$ cat src/rtl/sc_pkg.sv
// Shared types for the sandcastle level generator.
// Assumes a 2-bit mode code and a 2-bit level code at the block edge.
package sc_pkg;
    typedef enum logic [1:0] {
        MODE_SCAN = 2'b00,
        MODE_WAIT = 2'b01,
        MODE_STOP = 2'b10,
        MODE_PROT = 2'b11
    } sc_mode_e;

    typedef enum logic [1:0] {
        LVL_BASE  = 2'b00,
        LVL_BLANK = 2'b01,
        LVL_CLAMP = 2'b10
    } sc_level_e;
endpackage

$ cat src/rtl/sc_clamp_gen.sv
// Clamp pulse generator: counts clocks from the sampled line sync and
// raises clamp_o for CLAMP_W clocks starting CLAMP_BASE + 2*shift.
// Assumes one-cycle sync strobes; the counter parks at all-ones between lines.
module sc_clamp_gen
    import sc_pkg::*;
#(
    parameter int SHIFT_W    = 3,
    parameter int CLAMP_BASE = 35,
    parameter int CLAMP_W    = 21
) (
    input  logic               clk,
    input  logic               rst_n,
    input  logic               hsync_i,
    input  logic [SHIFT_W-1:0] shift_i,
    input  logic               sup_en_i,
    input  sc_mode_e           mode_i,
    output logic               clamp_o
);
    localparam int MAX_END = CLAMP_BASE + 2 * ((1 << SHIFT_W) - 1) + CLAMP_W;
    localparam int HCW     = $clog2(MAX_END + 1);

    logic [HCW-1:0] hcnt;
    logic [HCW-1:0] c_start;
    logic [HCW-1:0] c_stop;
    logic           suppressed;

    // Line-relative clock counter, saturating so no pulse repeats without sync.
    always_ff @(posedge clk) begin
        if (!rst_n) begin
            hcnt <= '1;
        end else if (hsync_i) begin
            hcnt <= '0;
        end else if (hcnt != '1) begin
            hcnt <= hcnt + 1'b1;
        end
    end

    // Pulse window and mode-based suppression.
    always_comb begin
        c_start    = HCW'(CLAMP_BASE) + HCW'({shift_i, 1'b0});
        c_stop     = c_start + HCW'(CLAMP_W);
        suppressed = sup_en_i && (mode_i != MODE_SCAN);
        clamp_o    = (hcnt >= c_start) && (hcnt < c_stop) && !suppressed;
    end

    // Checker: run length of the clamp pulse.
    logic [HCW-1:0] run_len;
    always_ff @(posedge clk) begin
        if (!rst_n) begin
            run_len <= '0;
        end else if (clamp_o) begin
            run_len <= run_len + 1'b1;
        end else begin
            run_len <= '0;
        end
    end

    assert_clamp_not_longer_R1: assert property (@(posedge clk) disable iff (!rst_n)
        clamp_o |-> (run_len < HCW'(CLAMP_W)));

    assert_clamp_not_at_sync_R2: assert property (@(posedge clk) disable iff (!rst_n)
        hsync_i |=> !clamp_o);
endmodule

$ cat src/rtl/sc_hblank_gen.sv
// Horizontal blanking: predicts the next flyback centre from the last one
// and raises blanking LEAD clocks ahead of it; clears on the trailing strobe.
// Assumes a stable line length of LINE_CLKS clocks.
module sc_hblank_gen #(
    parameter int LINE_CLKS = 432
) (
    input  logic clk,
    input  logic rst_n,
    input  logic fb_centre_i,
    input  logic fb_trail_i,
    output logic hb_o
);
    localparam int LEAD     = 41 - (432 - LINE_CLKS);
    localparam int HB_START = LINE_CLKS - LEAD;
    localparam int FCW      = $clog2(LINE_CLKS + 1);

    logic [FCW-1:0] fcnt;

    // Clocks since the sampled flyback centre, saturating.
    always_ff @(posedge clk) begin
        if (!rst_n) begin
            fcnt <= '1;
        end else if (fb_centre_i) begin
            fcnt <= '0;
        end else if (fcnt != '1) begin
            fcnt <= fcnt + 1'b1;
        end
    end

    // Blanking flag: set at the predicted start, cleared by the trailing strobe.
    always_ff @(posedge clk) begin
        if (!rst_n) begin
            hb_o <= 1'b0;
        end else if (fb_trail_i) begin
            hb_o <= 1'b0;
        end else if (fcnt == FCW'(HB_START - 1)) begin
            hb_o <= 1'b1;
        end
    end

    assert_hblank_ends_on_trail_R4: assert property (@(posedge clk) disable iff (!rst_n)
        fb_trail_i |=> !hb_o);
endmodule

$ cat src/rtl/sc_vblank_gen.sv
// Field blanking with guard check: blanks from VB_DELAY clocks after the
// vertical reset for (S+1) lines, opens an unblanking window inside, and
// keeps blanking held when no guard pulse filled that window.
// Assumes the start-scan value is stable during a field.
module sc_vblank_gen
    import sc_pkg::*;
#(
    parameter int LINE_CLKS = 432,
    parameter int SCAN_W    = 6,
    parameter int WIN_LO    = 48,
    parameter int WIN_HI    = 96,
    parameter int VB_DELAY  = 2
) (
    input  logic              clk,
    input  logic              rst_n,
    input  logic              vsync_i,
    input  logic [SCAN_W-1:0] scan_i,
    input  logic              guard_i,
    input  logic              por_i,
    input  logic              en_i,
    input  sc_mode_e          mode_i,
    output logic              vb_o
);
    localparam int VCW = $clog2((1 << SCAN_W) * LINE_CLKS + VB_DELAY + 1);

    logic [VCW-1:0] vcnt;
    logic           vactive;
    logic           guard_seen;
    logic           no_guard;
    logic [VCW-1:0] n_lines;
    logic [VCW-1:0] v_end;
    logic [VCW-1:0] w_lo;
    logic [VCW-1:0] w_hi;
    logic           in_window;
    logic           field_blank;
    logic           forced;
    logic           at_end;

    // Field boundaries derived from the start-scan value.
    always_comb begin
        n_lines     = VCW'(scan_i) + 1'b1;
        v_end       = n_lines * VCW'(LINE_CLKS) + VCW'(VB_DELAY);
        w_lo        = n_lines * VCW'(WIN_LO) + VCW'(VB_DELAY);
        w_hi        = n_lines * VCW'(WIN_HI) + VCW'(VB_DELAY);
        in_window   = vactive && (vcnt >= w_lo) && (vcnt < w_hi);
        field_blank = vactive && (vcnt >= VCW'(VB_DELAY)) && (vcnt < v_end);
        at_end      = vactive && (vcnt == v_end - 1'b1);
        forced      = por_i || !en_i || (mode_i == MODE_WAIT) || (mode_i == MODE_STOP);
        vb_o        = forced || ((field_blank || no_guard) && !in_window);
    end

    // Field counter: restarts on vertical reset, stops at the field end.
    always_ff @(posedge clk) begin
        if (!rst_n) begin
            vcnt    <= '0;
            vactive <= 1'b0;
        end else if (vsync_i) begin
            vcnt    <= '0;
            vactive <= 1'b1;
        end else if (at_end) begin
            vactive <= 1'b0;
        end else if (vactive) begin
            vcnt <= vcnt + 1'b1;
        end
    end

    // Guard capture in the window and the hold decision at the field end.
    always_ff @(posedge clk) begin
        if (!rst_n) begin
            guard_seen <= 1'b0;
            no_guard   <= 1'b1;
        end else if (vsync_i) begin
            guard_seen <= 1'b0;
        end else if (at_end) begin
            no_guard <= !guard_seen;
        end else if (guard_i && in_window) begin
            guard_seen <= 1'b1;
        end
    end

    assert_vblank_forced_R9: assert property (@(posedge clk) disable iff (!rst_n)
        (por_i || !en_i) |-> vb_o);

    assert_vblank_starts_R5: assert property (@(posedge clk) disable iff (!rst_n)
        vsync_i ##1 !vsync_i ##1 !vsync_i |=> vb_o);

    assert_hold_outside_window_R8: assert property (@(posedge clk) disable iff (!rst_n)
        (no_guard && !in_window) |-> vb_o);
endmodule

$ cat src/rtl/sandcastle_gen.sv
// Sandcastle level generator top: combines clamp, horizontal blanking and
// field blanking into a 2-bit level code with clamp > blanking > base.
// Assumes all strobes are one clock wide and synchronous to clk.
module sandcastle_gen
    import sc_pkg::*;
#(
    parameter int LINE_CLKS  = 432,
    parameter int SHIFT_W    = 3,
    parameter int SCAN_W     = 6,
    parameter int CLAMP_BASE = 35,
    parameter int CLAMP_W    = 21
) (
    input  logic              clk,
    input  logic              rst_n,
    input  logic              hsync_i,
    input  logic              fb_centre_i,
    input  logic              fb_trail_i,
    input  logic              vsync_i,
    input  logic [SHIFT_W-1:0] clamp_shift_i,
    input  logic [SCAN_W-1:0] start_scan_i,
    input  logic              guard_i,
    input  logic              clamp_sup_i,
    input  logic              por_i,
    input  logic              enable_i,
    input  logic [1:0]        mode_i,
    output logic [1:0]        level_o
);
    sc_mode_e mode;
    logic     clamp_w;
    logic     hb_w;
    logic     vb_w;

    assign mode = sc_mode_e'(mode_i);

    sc_clamp_gen #(
        .SHIFT_W    (SHIFT_W),
        .CLAMP_BASE (CLAMP_BASE),
        .CLAMP_W    (CLAMP_W)
    ) u_clamp (
        .clk      (clk),
        .rst_n    (rst_n),
        .hsync_i  (hsync_i),
        .shift_i  (clamp_shift_i),
        .sup_en_i (clamp_sup_i),
        .mode_i   (mode),
        .clamp_o  (clamp_w)
    );

    sc_hblank_gen #(
        .LINE_CLKS (LINE_CLKS)
    ) u_hblank (
        .clk         (clk),
        .rst_n       (rst_n),
        .fb_centre_i (fb_centre_i),
        .fb_trail_i  (fb_trail_i),
        .hb_o        (hb_w)
    );

    sc_vblank_gen #(
        .LINE_CLKS (LINE_CLKS),
        .SCAN_W    (SCAN_W)
    ) u_vblank (
        .clk     (clk),
        .rst_n   (rst_n),
        .vsync_i (vsync_i),
        .scan_i  (start_scan_i),
        .guard_i (guard_i),
        .por_i   (por_i),
        .en_i    (enable_i),
        .mode_i  (mode),
        .vb_o    (vb_w)
    );

    // Level priority: clamp over blanking over base.
    always_comb begin
        if (clamp_w) begin
            level_o = LVL_CLAMP;
        end else if (hb_w || vb_w) begin
            level_o = LVL_BLANK;
        end else begin
            level_o = LVL_BASE;
        end
    end

    assert_no_code_11_R11: assert property (@(posedge clk) disable iff (!rst_n)
        level_o != 2'b11);

    assert_wait_blanks_R10: assert property (@(posedge clk) disable iff (!rst_n)
        ((mode_i == 2'b01) && !clamp_w) |-> (level_o == LVL_BLANK));
endmodule

$ cat config.mk
export PLATFORM = sky130hd
export DESIGN_NAME = sandcastle_gen
export DESIGN_NICKNAME = d
export VERILOG_FILES = /design/src/rtl/sc_pkg.sv /design/src/rtl/sc_clamp_gen.sv /design/src/rtl/sc_hblank_gen.sv /design/src/rtl/sc_vblank_gen.sv /design/src/rtl/sandcastle_gen.sv
export SDC_FILE = /design/constraint.sdc
export NUM_CORES = 1
export LEC_CHECK = 0
export CAP_MARGIN = 10
export CORE_UTILIZATION = 55
export CTS_CLUSTER_SIZE = 14
export DETAILED_ROUTE_END_ITERATION = 12
export PLACE_DENSITY = 0.78
export SLEW_MARGIN = 20
export SYNTH_ARGS = -nofsm -noshare
export SYNTH_HDL_FRONTEND = slang
export SYNTH_SLANG_ARGS = --single-unit
$ cat constraint.sdc
create_clock -name clk -period 6.2 [get_ports clk]
set_clock_uncertainty 0.15 [all_clocks]
set_input_delay 1.24 -clock clk [delete_from_list [all_inputs] [get_ports clk]]
set_output_delay 1.24 -clock clk [all_outputs]
set_load 0.02 [all_outputs]
Yosys cells after proc, flatten, opt, wreduce, memory -nomap -nowiden
Cells that the tools add are included.
W data, S select, Z words.
{ "classes": {"n_div": 0, "bitwise": 3, "shifts": 0, "multipliers": 3, "eq_ne": 6, "order_cmp": 6, "muxes": 8, "n_addsub": 10, "reduce_logical": 29} }
{ "op_table": {"columns": ["op", "count"], "rows": [
  ["$add A15 B2 Y15 const B", 3],
  ["$lt A15 B15 Y1", 2],
  ["$mux W9", 2],
  ["$add A15 B1 Y15 const B", 1],
  ["$eq A15 B15 Y1", 1],
  ["$ge A15 B15 Y1", 1],
  ["$ge A15 B2 Y1 const B", 1],
  ["$mul A15 B2 Y10 const B", 1],
  ["$mul A15 B2 Y11 const B", 1],
  ["$mul A15 B5 Y11 const B", 1],
  ["$sub A15 B1 Y15 const B", 1],
  ["$mux W7", 2],
  ["$logic_and A1 B1 Y1", 10],
  ["$add A9 B1 Y9 const B", 1],
  ["$eq A9 B9 Y1 const B", 1],
  ["$ne A9 B9 Y1 const B", 1],
  ["$reduce_bool A2 Y1", 4],
  ["$add A6 B1 Y7 const B", 1],
  ["$add A6 B4 Y7 const A", 1],
  ["$add A7 B1 Y7 const B", 1],
  ["$add A7 B5 Y7 const B", 1],
  ["$ge A7 B7 Y1", 1],
  ["$lt A7 B7 Y1", 1],
  ["$ne A7 B7 Y1 const B", 1],
  ["other kinds (9)", 24]
]} }
{ "totals": {"elab_cells": 72, "n_memories": 0, "mem_bits_rw": 0, "regBits": 35, "rom_bits": 0, "latchBits": 0} }

Longest topological paths before layout
{ "logic_depth": {"depth_word": 12, "mapped_depth": 20, "mapped_depth_nobuf": 20} }

Modules after synthesis
From an unflattened synthesis, not the netlist that was laid out.
{ "hier_totals": {"cells_unflattened": 403, "hier_area_um2": 3515.9} }
{ "modules_own_cells": {"columns": ["module", "cells_per_inst", "instances", "area_per_inst_um2", "seq_area_each_um2"], "rows": [
  ["sc_vblank_gen", 285, 1, 2417.3, 360.3],
  ["sc_clamp_gen", 62, 1, 580.6, 140.1],
  ["sc_hblank_gen", 54, 1, 500.5, 200.2],
  ["sandcastle_gen", 2, 1, 17.5, 0.0]
]} }

Worst setup path after synthesis
Ideal clock, no wire load.
{ "synth_timing": {"path_type": "input to output", "from": "input port start_scan_i[0]", "to": "output port level_o[0]", "path_slack_ns": -0.597, "cell_stages": 19, "arrival_time_ns": 5.407, "t_required_ns": 4.810, "cell_sequence": "nand3_1 > xnor2_1 > ha_1 > inv_1 > fa_1 > fa_1 > inv_1 > ha_1 > a21boi_0 > o21ai_0 > and2_1 > xor2_1 > ha_1 > a211oi_1 > nor2_1 > nor3b_1 > a41oi_2 > a31oi_1 > o21ba_1"} }
{ "synth_via": {"elab_chain_len": 12, "word_cells_on_any_way": 20} }
{ "synth_lines": {"columns": ["element", "line", "rtl"], "rows": [
  ["start: declaration", "sandcastle_gen.sv:20", "input logic [SCAN_W-1:0] start_scan_i,"],
  ["$add A6 B1 Y7 *", "sc_vblank_gen.sv:41", "n_lines = VCW'(scan_i) + 1'b1;"],
  ["$mul A15 B2 Y11", "sc_vblank_gen.sv:43", "w_lo = n_lines * VCW'(WIN_LO) + VCW'(VB_DELAY);"],
  ["$add A15 B2 Y15", "sc_vblank_gen.sv:43", null],
  ["$ge A15 B15 Y1", "sc_vblank_gen.sv:45", "in_window = vactive && (vcnt >= w_lo) && (vcnt < w_hi);"],
  ["$logic_and A1 B1 Y1 (2 in a row)", "sc_vblank_gen.sv:45", null],
  ["$logic_not A1 Y1", "sc_vblank_gen.sv:49", "vb_o = forced || ((field_blank || no_guard) && !in_window);"],
  ["$logic_and A1 B1 Y1 *", "sc_vblank_gen.sv:49", null],
  ["$logic_or A1 B1 Y1 *", "sc_vblank_gen.sv:49", null],
  ["$logic_or A1 B1 Y1 *", "sandcastle_gen.sv:78", "end else if (hb_w || vb_w) begin"],
  ["$mux W1 *", "sandcastle_gen.sv:78", null],
  ["$mux W2 *", "sandcastle_gen.sv:76", "if (clamp_w) begin"],
  ["end: declaration", "sandcastle_gen.sv:26", "output logic [1:0] level_o"]
]} }
Every way passes the cells marked *; elsewhere a longest branch is shown, timed or not.

Worst setup path in the final report
{ "layout_timing": {"from": "input port start_scan_i[2]", "to": "output port level_o[0]"} }
Same word-level chain as after synthesis.

==> impl_metrics.csv <==
group,metric,value,unit
setup_path,critPathKind,"input pin to output port",
place,dp_slack,-1.52,ns
sta,slew_headroom,0.576,
setup_path,worstPathMaxFanout,4,
floorplanning,die_w,81.2,um
floorplanning,rows,28,
routing,drt-wirelength-per-cell,15.1,um
yosys,synth-seq-area-share,0.203,
global_routing,grt_max_degree,22,
sta,fmax,149,MHz
setup_path,cp-start-kind,"input pin",
setup_path,cp.depth,21,
sta,final_max_slew_viol_count,0,
yosys,synth_area_leaders,"ha_1 (25%), dfxtp_1 (20%), xor2_1 (6.1%)",
status,violations,"setup timing",
routing,route.met2.wl,4230,um
sta,setup_viol,1,
job,cap_violations,0,
clock_tree,clock-root-buffer,"clkbuf_8",
setup_path,crit_family,"adder cells",
routing,drcViolationCount,0,
yosys,yosysMostFrequentCell,"ha_1",
yosys,ys_seq_elements,35,
sta,finalHoldViolations,0,
routing,met3_length,366,um
routing,wl,8560,um
global_routing,track_usage,0.270,
global_routing,grt_pass1_wl,13800,um
yosys,syn_area_per_cell,8.49,sq um
final_layout,ff_latch_area,701,sq um
floorplanning,start_util,0.575,
final_layout,final_nets,591,
setup_path,path_cells,"buf_4, buf_6, xor2_4, ha_4, inv_2, fa_1, fa_1, inv_2, ha_4, a21boi_4, o21ai_2, and2_4, xor2_1, ha_1, a211oi_2, nor2_1, nor3b_2, a41oi_2, a31oi_1, o21ba_2, buf_6",
yosys,synth_top_area_share,0.247,
sta,fin_crit,6.72,ns
routing,top_layer,"met4",
clock_tree,cts_tree,"built",
clock_tree,cts_sinks,35,
setup_path,end_kind,"output port",
place,place.gp.congestion,0.900,
final_layout,drive_gt1_frac,0.235,
yosys,synth_flop_cell,"dfxtp_1",
clock_tree,numCtsBuffers,5,
global_routing,grt_antenna_before_repair,0,
final_layout,antenna_cells,0,
yosys,yosysUniqueCellTypes,46,
final_layout,fillers,401,
place,place_area,0.00432,sq mm
routing,antenna_left,0,
clock_tree,cts.reportedPaths.clkPinSlew,0.07,ns
global_routing,grt-ovfl-total,0,
yosys,synth_common_cells,"ha_1 (68), dfxtp_1 (35), o21ai_0 (35)",
yosys,synth_edf_count,0,
setup_path,slowest_stage,"fa_1",
setup_path,crit_arrival,5.33,ns
sta,fin_crit_sh,1.08,
yosys,synthCells,406,
place,io_buffers,22,
sta,setup_slack,-0.515,ns
clock_tree,clk-insertion-delay-late,0.30,ns
yosys,synth_area,0.00345,sq mm
min_path,holdPathStages,2,
floorplanning,ioPinCount,23,
min_path,hp-class,"flip-flop to flip-flop",
sta,tightest_slew,0.634,ns
global_routing,grt_pass1_vias,3131,
power_and_ir_drop,vdd_drop_max,0.000203,V
sta,finalSetupTns,-0.515,ns
setup_path,ff2ff_path_depth,9,
floorplanning,die_h,81.2,um
yosys,yosysWarnings,0,
final_layout,area_growth,33.1,%
clock_tree,clockBufferDepth,2,
yosys,synth_area_leader_cell,"ha_1",
place,dp_hpwl,6550,um
routing,num_vias,3225,
yosys,async_flop_share,0,
sta,grt_setup_unrepaired,"true",
routing,viasPerCell,5.68,
clock_tree,cts-hold-fix-buffers,0,
clock_tree,htreeDepth,2,
setup_path,r2r_setup_slack,3.83,ns
routing,drt_first_pass_iters,4,
final_layout,fin_area,0.00459,sq mm
setup_path,max_stage_delay,0.52,ns
yosys,synth_nets,505,
status,run_status,"finished, violations left",
power_and_ir_drop,p_per_area,223,mW/mm^2
routing,wl_met1,3770,um
final_layout,multi_input_comb_area,0.00286,sq mm
floorplanning,dieArea,0.00659,sq mm
routing,drt_iter0_drc,118,
power_and_ir_drop,p_leak,2.03,nW
setup_path,crit_buf_inv,5,
floorplanning,core,0.00599,sq mm
sta,hold_ws,0.337,ns
setup_path,critical_path_required,4.81,ns
==> metrics by stage <==
stage | power, mW | utilization | instances
2_1_floorplan | 0.575 | - | 406
3_3_place_gp | 0.744 | 0.721 | 551
3_5_place_dp | 0.771 | 0.721 | 551
4_1_cts | 0.973 | 0.749 | 565
5_1_grt | 1.10 | 0.766 | 568
6_report | 1.02 | 0.766 | 568
==> layer usage <==
layer / GRT usage / vias to the layer above
met5: 0 / -
met4: 0.0661 / 0
met3: 0.0483 / 19
met2: 0.470 / 77
met1: 0.343 / 1512
li1: - / 1617
==> layout by cell type (no fill, tap or decap), types with 3 or more instances in the layout <==
master / synthesis / final
buf_4: 1 / 63
buf_6: 0 / 3
or3_1: 5 / 5
nor2_1: 28 / 28
a21oi_1: 23 / 21
fa_1: 10 / 10
ha_2: 0 / 3
o21ai_2: 0 / 3
and3_1: 5 / 3
a31oi_1: 4 / 4
clkbuf_8: 0 / 6
nand2_1: 26 / 26
clkdlybuf4s50_1: 0 / 15
dfxtp_1: 35 / 35
nor2b_1: 4 / 4
xnor2_1: 22 / 20
ha_1: 68 / 57
a211oi_1: 4 / 3
nand4_1: 11 / 11
o21ai_0: 35 / 30
nor3_1: 3 / 3
xor2_1: 24 / 21
inv_2: 0 / 3
inv_1: 34 / 31
nand3_1: 20 / 18
ha_4: 0 / 8
o21a_1: 5 / 5
==> cell type report <==
cell class | count | share of cell area
clock buffer | 6 | 0.0180
clock inverter | 2 | 0.00354
sequential | 35 | 0.153
timing repair buffer | 86 | 0.154
multi-input combinational | 330 | 0.624
inverter | 34 | 0.0278
tap | 75 | 0.0204
==> repair_timing <==
| item | in CTS | in global routing |
|---|---|---|
| pin swaps | 16 | 21 |
| setup endpoints to repair | 1 | 1 |
| setup buffers | 6 | 3 |
| gates resized for setup | 40 | 18 |
==> sequential cells by signal, indices dropped and copies added, names as in the netlist <==
signal	count
u_hblank.fcnt	9
u_vblank.no_guard	1
u_vblank.vactive	1
u_vblank.guard_seen	1
u_hblank.hb_o	1
u_clamp.hcnt	7
u_vblank.vcnt	15
==> worst register-to-register path, delay by kind of cell, from the launching register on <==
kind / cells / cell delay [ns]
xor gates and xnor gates: 1 / 0.16
adders and majority gates: 1 / 0.37
buffers and inverters: 2 / 0.31
DFF: 1 / 0.41
and+or+nand+nor: 5 / 0.83
==> cells by family (layout without fill, tap and decap cells) <==
group | count (synthesis) | in the layout | share of synthesized area
simple gates | 117 | 117 | 0.173
compound gates | 87 | 87 | 0.150
fa+ha+maj | 78 | 78 | 0.305
xor+xnor | 46 | 46 | 0.117
buf+inv | 41 | 128 | 0.0457
flops | 35 | 35 | 0.203
mux | 2 | 2 | 0.00581
==> where the power goes <==
group          internal [mW]  leakage (nW)  switching (mW)
clock network         0.0906        0.0474          0.0866
logic                  0.314          1.70           0.283
registers              0.236         0.288          0.0146
==> final timing paths <==
check | startpoint | to
worst min-delay path | u_vblank.guard_seen | u_vblank.guard_seen
worst min register to register | u_vblank.guard_seen | u_vblank.guard_seen
worst max register to register | u_vblank.vcnt[12] | u_vblank.vcnt[3]
worst max-delay path | start_scan_i[2] | level_o[0]
Power figures use the tool's default switching activity.
